### config.mk
export PLATFORM = sky130hd
export DESIGN_NAME = irq_router
export DESIGN_NICKNAME = d
export VERILOG_FILES = /design/src/rtl/irq_route_pkg.sv /design/src/rtl/irq_slot_map.sv /design/src/rtl/irq_line_decode.sv /design/src/rtl/irq_out_shaper.sv /design/src/rtl/irq_router.sv
export SDC_FILE = /design/constraint.sdc
export NUM_CORES = 1
export LEC_CHECK = 0
export BUFFER_PORTS_ARGS = -buffer_cell sky130_fd_sc_hd__buf_2
export CAP_MARGIN = 20
export CELL_PAD_IN_SITES_DETAIL_PLACEMENT = 0
export CELL_PAD_IN_SITES_GLOBAL_PLACEMENT = 1
export CORE_ASPECT_RATIO = 1.4
export CORE_UTILIZATION = 25
export CTS_BUF_LIST = sky130_fd_sc_hd__clkbuf_8
export CTS_CLUSTER_SIZE = 28
export DETAILED_ROUTE_END_ITERATION = 10
export MAX_ROUTING_LAYER = met4
export PLACE_DENSITY_LB_ADDON = 0.1
export SYNTH_ARGS = -nofsm -noshare
export SYNTH_HDL_FRONTEND = slang
export SYNTH_SLANG_ARGS = --single-unit
### constraint.sdc
create_clock -name clk -period 2.79 [get_ports clk]
set_input_delay 0.4185 -clock clk [delete_from_list [all_inputs] [get_ports clk]]
set_output_delay 0.4185 -clock clk [all_outputs]
set_load 0.02 [all_outputs]
### src/rtl/irq_route_pkg.sv
package irq_route_pkg;
  parameter int SLOT_W      = 5;
  parameter int PIN_W       = 2;
  parameter int NUM_W       = 8;
  parameter int IRQ_BASE    = 32;
  parameter int PIN_COUNT   = 4;
  parameter int MOD_SLOT    = 5;
  parameter int FIX_SLOT_A  = 6;
  parameter int FIX_LINE_A  = 4;
  parameter int FIX_SLOT_B  = 7;
  parameter int FIX_LINE_B  = 5;
  parameter int ROT_FIRST   = 8;
  parameter int ROT_LAST    = 12;
  parameter int ROT_OFFSET  = 6;

  typedef logic [SLOT_W-1:0] slot_t;
  typedef logic [PIN_W-1:0]  pin_t;
  typedef logic [NUM_W-1:0]  num_t;

  // Slot table: modulo slot, two fixed slots, a rotating range, pass-through.
  function automatic num_t route_slot(slot_t s, pin_t p);
    int unsigned si;
    int unsigned pi;
    int unsigned r;
    si = int'(s);
    pi = int'(p);
    if (si == MOD_SLOT)
      r = (pi % PIN_COUNT) + IRQ_BASE;
    else if (si == FIX_SLOT_A)
      r = FIX_LINE_A + IRQ_BASE;
    else if (si == FIX_SLOT_B)
      r = FIX_LINE_B + IRQ_BASE;
    else if (si >= ROT_FIRST && si <= ROT_LAST)
      r = (si - ROT_FIRST + pi) + ROT_OFFSET + IRQ_BASE;
    else
      r = pi;
    return num_t'(r);
  endfunction

  // True when the number falls inside the window of internal lines.
  function automatic logic line_in_window(num_t n, int lines);
    return (int'(n) >= IRQ_BASE) && (int'(n) - IRQ_BASE < lines);
  endfunction
endpackage

### src/rtl/irq_slot_map.sv
module irq_slot_map
  import irq_route_pkg::*;
(
  input  slot_t slot_i,
  input  pin_t  pin_i,
  output num_t  num_o
);
  assign num_o = route_slot(slot_i, pin_i);
endmodule

### src/rtl/irq_line_decode.sv
module irq_line_decode
  import irq_route_pkg::*;
#(
  parameter int NUM_LINES = 32,
  parameter int IDX_W     = $clog2(NUM_LINES)
) (
  input  num_t             num_i,
  output logic             ok_o,
  output logic [IDX_W-1:0] idx_o
);
  assign ok_o  = line_in_window(num_i, NUM_LINES);
  assign idx_o = IDX_W'(int'(num_i) - IRQ_BASE);
endmodule

### src/rtl/irq_out_shaper.sv
module irq_out_shaper #(
  parameter int NUM_LINES = 32,
  parameter int IDX_W     = $clog2(NUM_LINES)
) (
  input  logic                 clk,
  input  logic                 rst_n,
  input  logic                 evt_i,
  input  logic                 ok_i,
  input  logic [IDX_W-1:0]     idx_i,
  input  logic [NUM_LINES-1:0] edge_cfg_i,
  input  logic [NUM_LINES-1:0] pol_cfg_i,
  output logic                 irq_o
);
  logic evt_valid;
  logic edge_bit;
  logic pol_bit;
  logic pulse_q;
  logic irq_q;

  assign evt_valid = evt_i & ok_i;
  assign edge_bit  = edge_cfg_i[idx_i];
  assign pol_bit   = pol_cfg_i[idx_i];

  always_ff @(posedge clk) begin
    if (!rst_n) begin
      irq_q   <= 1'b0;
      pulse_q <= 1'b0;
    end else if (evt_valid) begin
      if (edge_bit) begin
        irq_q   <= 1'b1;
        pulse_q <= 1'b1;
      end else begin
        irq_q   <= pol_bit;
        pulse_q <= 1'b0;
      end
    end else if (pulse_q) begin
      irq_q   <= 1'b0;
      pulse_q <= 1'b0;
    end
  end

  assign irq_o = irq_q;

  a_r5_pulse_rise: assert property (@(posedge clk) disable iff (!rst_n)
    evt_valid && edge_bit |=> irq_o);
  a_r5_pulse_fall: assert property (@(posedge clk) disable iff (!rst_n)
    (evt_valid && edge_bit) ##1 !evt_valid |=> !irq_o);
  a_r6_level_follow: assert property (@(posedge clk) disable iff (!rst_n)
    evt_valid && !edge_bit |=> irq_o == $past(pol_bit));
  a_r7_hold_idle: assert property (@(posedge clk) disable iff (!rst_n)
    !evt_valid && !pulse_q |=> $stable(irq_o));
  a_r8_reset_low: assert property (@(posedge clk)
    !rst_n |=> !irq_o);
endmodule

### src/rtl/irq_router.sv
module irq_router
  import irq_route_pkg::*;
#(
  parameter int NUM_LINES = 32
) (
  input  logic                 clk,
  input  logic                 rst_n,
  input  logic [SLOT_W-1:0]    slot_i,
  input  logic [PIN_W-1:0]     pin_i,
  input  logic                 evt_i,
  input  logic [NUM_LINES-1:0] edge_cfg_i,
  input  logic [NUM_LINES-1:0] pol_cfg_i,
  output logic [NUM_W-1:0]     irq_num_o,
  output logic                 cpu_irq_o
);
  localparam int IDX_W = $clog2(NUM_LINES);

  num_t             mapped_num;
  logic             line_ok;
  logic [IDX_W-1:0] line_idx;

  irq_slot_map u_map (
    .slot_i (slot_i),
    .pin_i  (pin_i),
    .num_o  (mapped_num)
  );

  irq_line_decode #(.NUM_LINES(NUM_LINES), .IDX_W(IDX_W)) u_dec (
    .num_i (mapped_num),
    .ok_o  (line_ok),
    .idx_o (line_idx)
  );

  irq_out_shaper #(.NUM_LINES(NUM_LINES), .IDX_W(IDX_W)) u_shape (
    .clk        (clk),
    .rst_n      (rst_n),
    .evt_i      (evt_i),
    .ok_i       (line_ok),
    .idx_i      (line_idx),
    .edge_cfg_i (edge_cfg_i),
    .pol_cfg_i  (pol_cfg_i),
    .irq_o      (cpu_irq_o)
  );

  assign irq_num_o = mapped_num;

  a_r2_fixed_slots: assert property (@(posedge clk) disable iff (!rst_n)
    (int'(slot_i) == FIX_SLOT_A) |-> (int'(irq_num_o) == IRQ_BASE + FIX_LINE_A));
  a_r4_outside_window: assert property (@(posedge clk) disable iff (!rst_n)
    (int'(slot_i) < MOD_SLOT || int'(slot_i) > ROT_LAST) |-> !line_ok);
endmodule

==> results of run 1 <==
## worst max path at each step
stage / startpoint / end / slack [ns] / depth (start not counted)
after floorplan: slot_i[1] / u_shape.irq_o$_SDFFE_PN0P_ / 0.008 / 13
after global routing: pin_i[1] / u_shape.irq_o$_SDFFE_PN0P_ / -0.13 / 14
after CTS: pin_i[1] / u_shape.irq_o$_SDFFE_PN0P_ / 0.01 / 14
final: pin_i[1] / u_shape.irq_o$_SDFFE_PN0P_ / 0.008 / 14
after global placement: pin_i[1] / u_shape.irq_o$_SDFFE_PN0P_ / -0.13 / 15
after detailed placement: pin_i[1] / u_shape.irq_o$_SDFFE_PN0P_ / -0.26 / 15
## cell type report
type                       instances  area share
sequential                         2      0.0207
tap                               60      0.0388
multi-input combinational        127       0.565
timing repair buffer             106       0.325
inverter                          13      0.0291
clock buffer                       3      0.0213
## cells by family (layout without fill, tap and decap cells)
logic type / Yosys count / count (layout) / share of synthesized area
xor+xnor: 3 / 3 / 0.0230
fa+ha+maj: 11 / 11 / 0.127
flops: 2 / 2 / 0.0351
compound gates: 50 / 50 / 0.330
simple gates: 37 / 37 / 0.177
other cells: 1 / 1 / 0.00328
buf+inv: 19 / 122 / 0.0887
mux: 24 / 25 / 0.216
## state kept, by name, summed over array words and instances, names as in the netlist
register and flops:
u_shape.irq_o 1, u_shape.pulse_q 1
## per-stage QoR
step	setup slack (ns)	utilization	TNS (ns)	total power, mW	instance area (um^2)
floorplan	0.00770	-	0	0.276	1180
global placement	-0.129	0.415	-0.209	0.415	1790
detailed placement	-0.257	0.415	-0.411	0.422	1790
CTS	0.0144	0.431	0	0.548	1860
global route	-0.127	0.449	-0.186	0.618	1940
finish	0.00757	0.449	0	0.568	1940
## placed cells by master (no fill, tap or decap), types with 3 or more instances in the layout
cell	synthesis	routed
sky130_fd_sc_hd__a211oi_1	3	3
sky130_fd_sc_hd__a21o_1	3	3
sky130_fd_sc_hd__a21oi_1	9	9
sky130_fd_sc_hd__a22oi_1	4	4
sky130_fd_sc_hd__buf_2	0	79
sky130_fd_sc_hd__buf_4	3	23
sky130_fd_sc_hd__clkbuf_8	0	3
sky130_fd_sc_hd__ha_1	10	8
sky130_fd_sc_hd__inv_1	13	10
sky130_fd_sc_hd__inv_4	0	3
sky130_fd_sc_hd__mux2_2	5	4
sky130_fd_sc_hd__mux2i_1	19	18
sky130_fd_sc_hd__nand2_1	15	14
sky130_fd_sc_hd__nand3b_1	3	3
sky130_fd_sc_hd__nor2_1	5	3
sky130_fd_sc_hd__o21ai_0	5	4
sky130_fd_sc_hd__o21ai_1	2	3
sky130_fd_sc_hd__o221ai_1	3	3
sky130_fd_sc_hd__o22ai_1	4	3
## layer usage
metal / track usage / share of wire / wire length (um)
met1: 0.186 / 0.39 / 1680
met2: 0.347 / 0.56 / 2380
met3: 0.0189 / 0.048 / 205
met4: 0.0286 / 0.0065 / 28
met5: - / 0 / 0
## repair_timing
action | CTS | global route
resized for setup | 2 | 18
buffers inserted | 1 | 1
pin swaps | 4 | 8
cloned | 1 | 0
setup endpoints to repair | 2 | 5
endpoints found under the hold margin | 0 | 0
## worst register-to-register path: cells and delay by family, from the launching register on
family,cells,cell delay [ns]
AOI/OAI and AO/OA,2,0.41
DFF,1,0.35
and+or+nand+nor,1,0.06
## where the power goes
group	internal (mW)	switching, mW
clock	0.0910	0.0208
sequential	0.0319	0.00221
combinational	0.215	0.208
==> metrics.log, run 1 <==
[metrics] number of cells on the worst reg-to-reg path: 3
[metrics] pin count of the biggest net entering global routing: 18
[metrics] post-DR wirelength/cell: 13.8 um
[metrics] Post-Route Skew: 0.0000669 ns
[metrics] number of placed instances with taps included: 305
[metrics] CP bufs+invs: 3
[metrics] number of rows in the core area: 28
[metrics] max-capacitance violation count: 0
[metrics] Peak VDD IR: 0.126 mV
[metrics] # setup viols final: 0
[metrics] Worst Hold Margin: 0.596 ns
[metrics] number of failing hold endpoints at the final stage: 0
[metrics] maximum fanout along the worst path: 4
[metrics] synthesized area divided by synthesized cell count: 7.77 um^2
[metrics] slack of the worst reg-to-reg path: 1.87 ns
[metrics] Unique masters post-synth: 48
[metrics] diode count: 0
[metrics] overall via count from detail_route: 1547
[metrics] hold_sp: u_shape.pulse_q$_SDFF_PN0_
[metrics] number of buffers added to fix hold violations after cts: 0
[metrics] area share of the largest cell type after synthesis: 0.166
[metrics] number of clock buffers inserted by TritonCTS: 3
[metrics] Ports: 83
[metrics] First-pass DRT Iterations: 4
[metrics] number of global-route vias before repair: 1484
[metrics] cell accounting for the most synthesized area: sky130_fd_sc_hd__mux2i_1
[metrics] number of flops mapped to enable cells by yosys: 0
[metrics] routed vias/inst: 4.97
[metrics] count leader, synth: sky130_fd_sc_hd__mux2i_1
[metrics] final number of max-transition violations: 0
[metrics] area of combinational cells with multiple inputs: 1090 um^2
[metrics] final wirelength: 4300 um
[metrics] Sequential cell area: 40.0 um^2
[metrics] delay of the slowest critical-path stage: 0.61 ns
[metrics] required time worst endpoint: 2.87 ns
[metrics] area added between synthesis and finish: 69.4%
[metrics] endpoint kind of the worst setup timing path: flip-flop
[metrics] drt drc: 0
[metrics] Seq cells post-synth: 2
[metrics] net count after synthesis: 232
[metrics] hpwl dp: 3590 um
[metrics] Filler Cells Inserted: 491
[metrics] data arrival time at the worst-slack endpoint: 2.86 ns
[metrics] Core ar.: 4310 um^2
[metrics] asr flop ratio synth: 0
[metrics] mapped cell area: 1140 um^2
[metrics] Total Die Area: 4850 um^2
[metrics] time the final worst path needs with I/O delays and setup: 2.78 ns
[metrics] number of levels the H-tree was split into: 1
[metrics] dominant synthesized flop cell: sky130_fd_sc_hd__dfxtp_1
[metrics] number of antenna violations at the first check in global routing: 0
[metrics] Clock Tree Root: sky130_fd_sc_hd__clkbuf_8
[metrics] # port buffers: 81
[metrics] cell area power density: 294 nW/um^2
[metrics] number of sinks driven by the clock tree: 2
[metrics] kind of start point of the critical path: primary input
[metrics] library cell contributing the largest single delay on the critical path: sky130_fd_sc_hd__fa_2
[metrics] Die X: 59.1 um
[metrics] fraction of layout cells with a size suffix above 1: 0.530
[metrics] clock latency on the worst-skew pair: 0.21 ns
[metrics] worst min-delay path class: reg2reg
[metrics] endpoint of the worst hold-timing path: u_shape.irq_o$_SDFFE_PN0P_
[metrics] run status: finished, final reports clean
[metrics] All-Layer GR Usage: 0.176
[metrics] cell family contributing the most delay on the critical path: adder cells
[metrics] Leak: 0.992 nW
[metrics] crit path cell chain: buf_8 -> inv_4 -> ha_4 -> inv_4 -> ha_4 -> fa_2 -> nor2b_4 -> mux2_4 -> a32oi_1 -> o22ai_1 -> o31ai_1 -> o22ai_2 -> nand2b_1 -> o311ai_2
[metrics] leading cell types by count after synthesis: sky130_fd_sc_hd__mux2i_1, sky130_fd_sc_hd__nand2_1, sky130_fd_sc_hd__inv_1
[metrics] clock tree from TritonCTS: yes
[metrics] # nets final: 338
[metrics] category of the critical setup timing path: in2reg
[metrics] number of cells in the finished layout apart from fillers: 311
[metrics] Starting Density: 0.265
[metrics] CTS clock-pin slew for the worst setup and hold paths: 0.03 ns
[metrics] cell types occupying the most area after synthesis: sky130_fd_sc_hd__mux2i_1, sky130_fd_sc_hd__ha_1, sky130_fd_sc_hd__mux2_2
[metrics] violation count after the first detailed-route iteration: 21
[metrics] worst r2r dst: u_shape.irq_o$_SDFFE_PN0P_
[metrics] Detail Route Antenna Nets: 0
[metrics] aggregate global routing overflow: 0
[metrics] period utilisation layout: 0.997
[metrics] Die Ht: 82.0 um
[metrics] CTS max path bufs: 2
[metrics] maximum frequency from static timing analysis: 0.359 GHz
[metrics] worst hold stages: 2
[metrics] post-synthesis cell count: 147
[metrics] RSZ-0062 raised after global routing: yes
[metrics] proportion of synthesized chip area in sequential cells: 0.0350
[metrics] first-pass GRT wire length: 6340 um
[metrics] worst reg2reg startpoint: u_shape.irq_o$_SDFFE_PN0P_
[metrics] final weighted congestion in routability-driven placement: 0.850
[metrics] count of warnings emitted by yosys: 0
No activity file was read; power rests on OpenSTA's default activity.
==> run 2, diff against run 1 <==
PLACE_DENSITY_LB_ADDON = 0.12   (was 0.1)
==> run 2 against run 1 <==
Net effect:
- combinational power decreased by 2%
- first-iteration DRC count increased by 67%
- total power decreased by 2.0%
- wire length decreased by 1.7%
- hold slack got worse by 0.0054 ns
- core utilization decreased by 0.29 points
- global-route usage decreased by 0.60 points
- sequential power decreased by 1%
- flip-flop and latch count unchanged
- non-clock buffer count unchanged
- maximum frequency increased by 4.6%
- critical path type unchanged
- largest power group unchanged
- highest routed layer unchanged
==> metrics.log, run 2 (same netlist as run 1, synthesis figures left out) <==
[metrics] Clock Tree Root: sky130_fd_sc_hd__clkbuf_8
[metrics] cell area power density: 290 nW/um^2
[metrics] leading cell types in the layout, fill and taps excluded: sky130_fd_sc_hd__buf_2, sky130_fd_sc_hd__buf_4, sky130_fd_sc_hd__mux2i_1, sky130_fd_sc_hd__nand2_1, sky130_fd_sc_hd__inv_1
[metrics] category of the critical setup timing path: in2reg
[metrics] All-Layer GR Usage: 0.170
[metrics] crit path cell chain: buf_8 -> inv_4 -> ha_4 -> inv_4 -> ha_4 -> fa_2 -> nor2_1 -> nand2_2 -> mux2i_2 -> a221o_1 -> a311oi_1 -> nor4_1 -> o311ai_1
[metrics] final wirelength: 4220 um
[metrics] routed vias/inst: 4.86
[metrics] Total Die Area: 4850 um^2
[metrics] CTS max path bufs: 2
[metrics] most common cell after layout, fill and taps aside: sky130_fd_sc_hd__buf_2
[metrics] clock latency on the worst-skew pair: 0.21 ns
[metrics] number of placed instances with taps included: 306
[metrics] post-DR wirelength/cell: 13.6 um
[metrics] final weighted congestion in routability-driven placement: 0.830
[metrics] Ports: 83
[metrics] fraction of layout cells with a size suffix above 1: 0.522
[metrics] number of failing hold endpoints at the final stage: 0
[metrics] CTS clock-pin slew for the worst setup and hold paths: 0.03 ns
[metrics] Combinational Power Share: 0.739
[metrics] diode count: 0
[metrics] number of rows in the core area: 28
[metrics] Peak VDD IR: 0.170 mV
[metrics] Die X: 59.1 um
[metrics] relative contribution of the clock network to total power: 0.201
[metrics] First-pass DRT Iterations: 4
[metrics] number of cells in the finished layout apart from fillers: 311
[metrics] drt drc: 0
[metrics] number of clock buffers inserted by TritonCTS: 3
[metrics] number of global-route vias before repair: 1436
[metrics] Worst Hold Margin: 0.590 ns
[metrics] data arrival time at the worst-slack endpoint: 2.77 ns
[metrics] aggregate global routing overflow: 0
[metrics] library cell contributing the largest single delay on the critical path: sky130_fd_sc_hd__fa_2
[metrics] kind of start point of the critical path: primary input
[metrics] total power: 557 uW
[metrics] # port buffers: 81
[metrics] area added between synthesis and finish: 68.3%
[metrics] Detail Route Antenna Nets: 0
[metrics] pin count of the biggest net entering global routing: 18
[metrics] Starting Density: 0.265
[metrics] Core ar.: 4310 um^2
[metrics] run status: finished, final reports clean
[metrics] Net Switching: 226 uW
[metrics] # setup viols final: 0
[metrics] cell area after layout: 1920 um^2
[metrics] first-pass GRT wire length: 6210 um
[metrics] time the final worst path needs with I/O delays and setup: 2.66 ns
[metrics] final number of max-transition violations: 0
[metrics] hpwl dp: 3570 um
[metrics] Post-Route Skew: 0.00198 ns
[metrics] maximum frequency from static timing analysis: 0.376 GHz
[metrics] final total negative setup slack: 0 ns
[metrics] number of levels the H-tree was split into: 1
[metrics] area after detailed placement: 1800 um^2
[metrics] overall via count from detail_route: 1511
[metrics] number of antenna violations at the first check in global routing: 0
[metrics] clock tree from TritonCTS: yes
[metrics] # nets final: 338
[metrics] internal power component: 331 uW
[metrics] number of sinks driven by the clock tree: 2
[metrics] worst min-delay path class: in2reg
[metrics] required time worst endpoint: 2.90 ns
[metrics] violation count after the first detailed-route iteration: 35
[metrics] endpoint kind of the worst setup timing path: flip-flop
[metrics] period utilisation layout: 0.954
[metrics] relative contribution of sequential cells to total power: 0.061
[metrics] maximum fanout along the worst path: 5
[metrics] number of buffers added to fix hold violations after cts: 0
[metrics] slack of the worst reg-to-reg path: 1.86 ns
[metrics] RSZ-0062 raised after global routing: yes
[metrics] delay of the slowest critical-path stage: 0.59 ns
[metrics] proportion of total power due to net switching: 0.405
[metrics] Die Ht: 82.0 um
[metrics] max-capacitance violation count: 0
[metrics] Leak: 0.987 nW
## run 2: cell counts in the layout (fill, tap and decap cells not counted)
Identical to the previous run, type by type.
## run 2: area by class of cell
cell class                      instances  area (um^2)
Multi-Input combinational cell        127         1080
Timing Repair Buffer                  106          629
Tap cell                               60         75.1
Inverter                               13         56.3
Fill cell                             479         2390
Clock buffer                            3         41.3
Sequential cell                         2         40.0
## run 2: per-stage QoR
stage	util	worst slack [ns]
after detailed placement	0.417	-0.207
after global placement	0.417	-0.117
final	0.446	0.129
after floorplan	-	0.00770
after global routing	0.446	-0.0140
after CTS	0.428	0.0361
## run 2: routing by layer
layer / track usage / routed length (um)
met5: - / 0
met4: 0.0143 / 40
met2: 0.340 / 2320
met3: 0.0315 / 204
met1: 0.173 / 1660
## run 2: power by group through the flow
stage,registers [mW],logic [mW],clock network [mW]
6_report,0.0338,0.412,0.112
5_1_grt,0.0344,0.452,0.118
4_1_cts,0.0340,0.390,0.115
3_5_place_dp,0.0343,0.386,0
3_3_place_gp,0.0344,0.379,0
2_1_floorplan,0.0363,0.240,0
## run 2: worst max-delay path: cells and delay by family
family | cells | cell delay (ns)
adder cells (fa/ha/maj) | 3 | 1.00
AO/OA/AOI/OAI | 3 | 0.82
AND/OR/NAND/NOR | 3 | 0.28
buffers and inverters | 3 | 0.14
multiplexers | 1 | 0.12
## run 2: final timing paths
path	from	endpoint	cells past startpoint
setup / recovery	pin_i[1]	u_shape.irq_o$_SDFFE_PN0P_	13
hold / removal	evt_i	u_shape.irq_o$_SDFFE_PN0P_	3
setup reg to reg	u_shape.irq_o$_SDFFE_PN0P_	u_shape.irq_o$_SDFFE_PN0P_	3
hold reg to reg	u_shape.pulse_q$_SDFF_PN0_	u_shape.irq_o$_SDFFE_PN0P_	2
## run 2: timing repair
action / CTS / global route
gates resized for setup: 2 / 17
setup endpoints to repair: 1 / 4
pin swaps: 2 / 9
gates cloned: 0 / 1
setup buffers: 0 / 1
endpoints found under the hold margin: 0 / 0
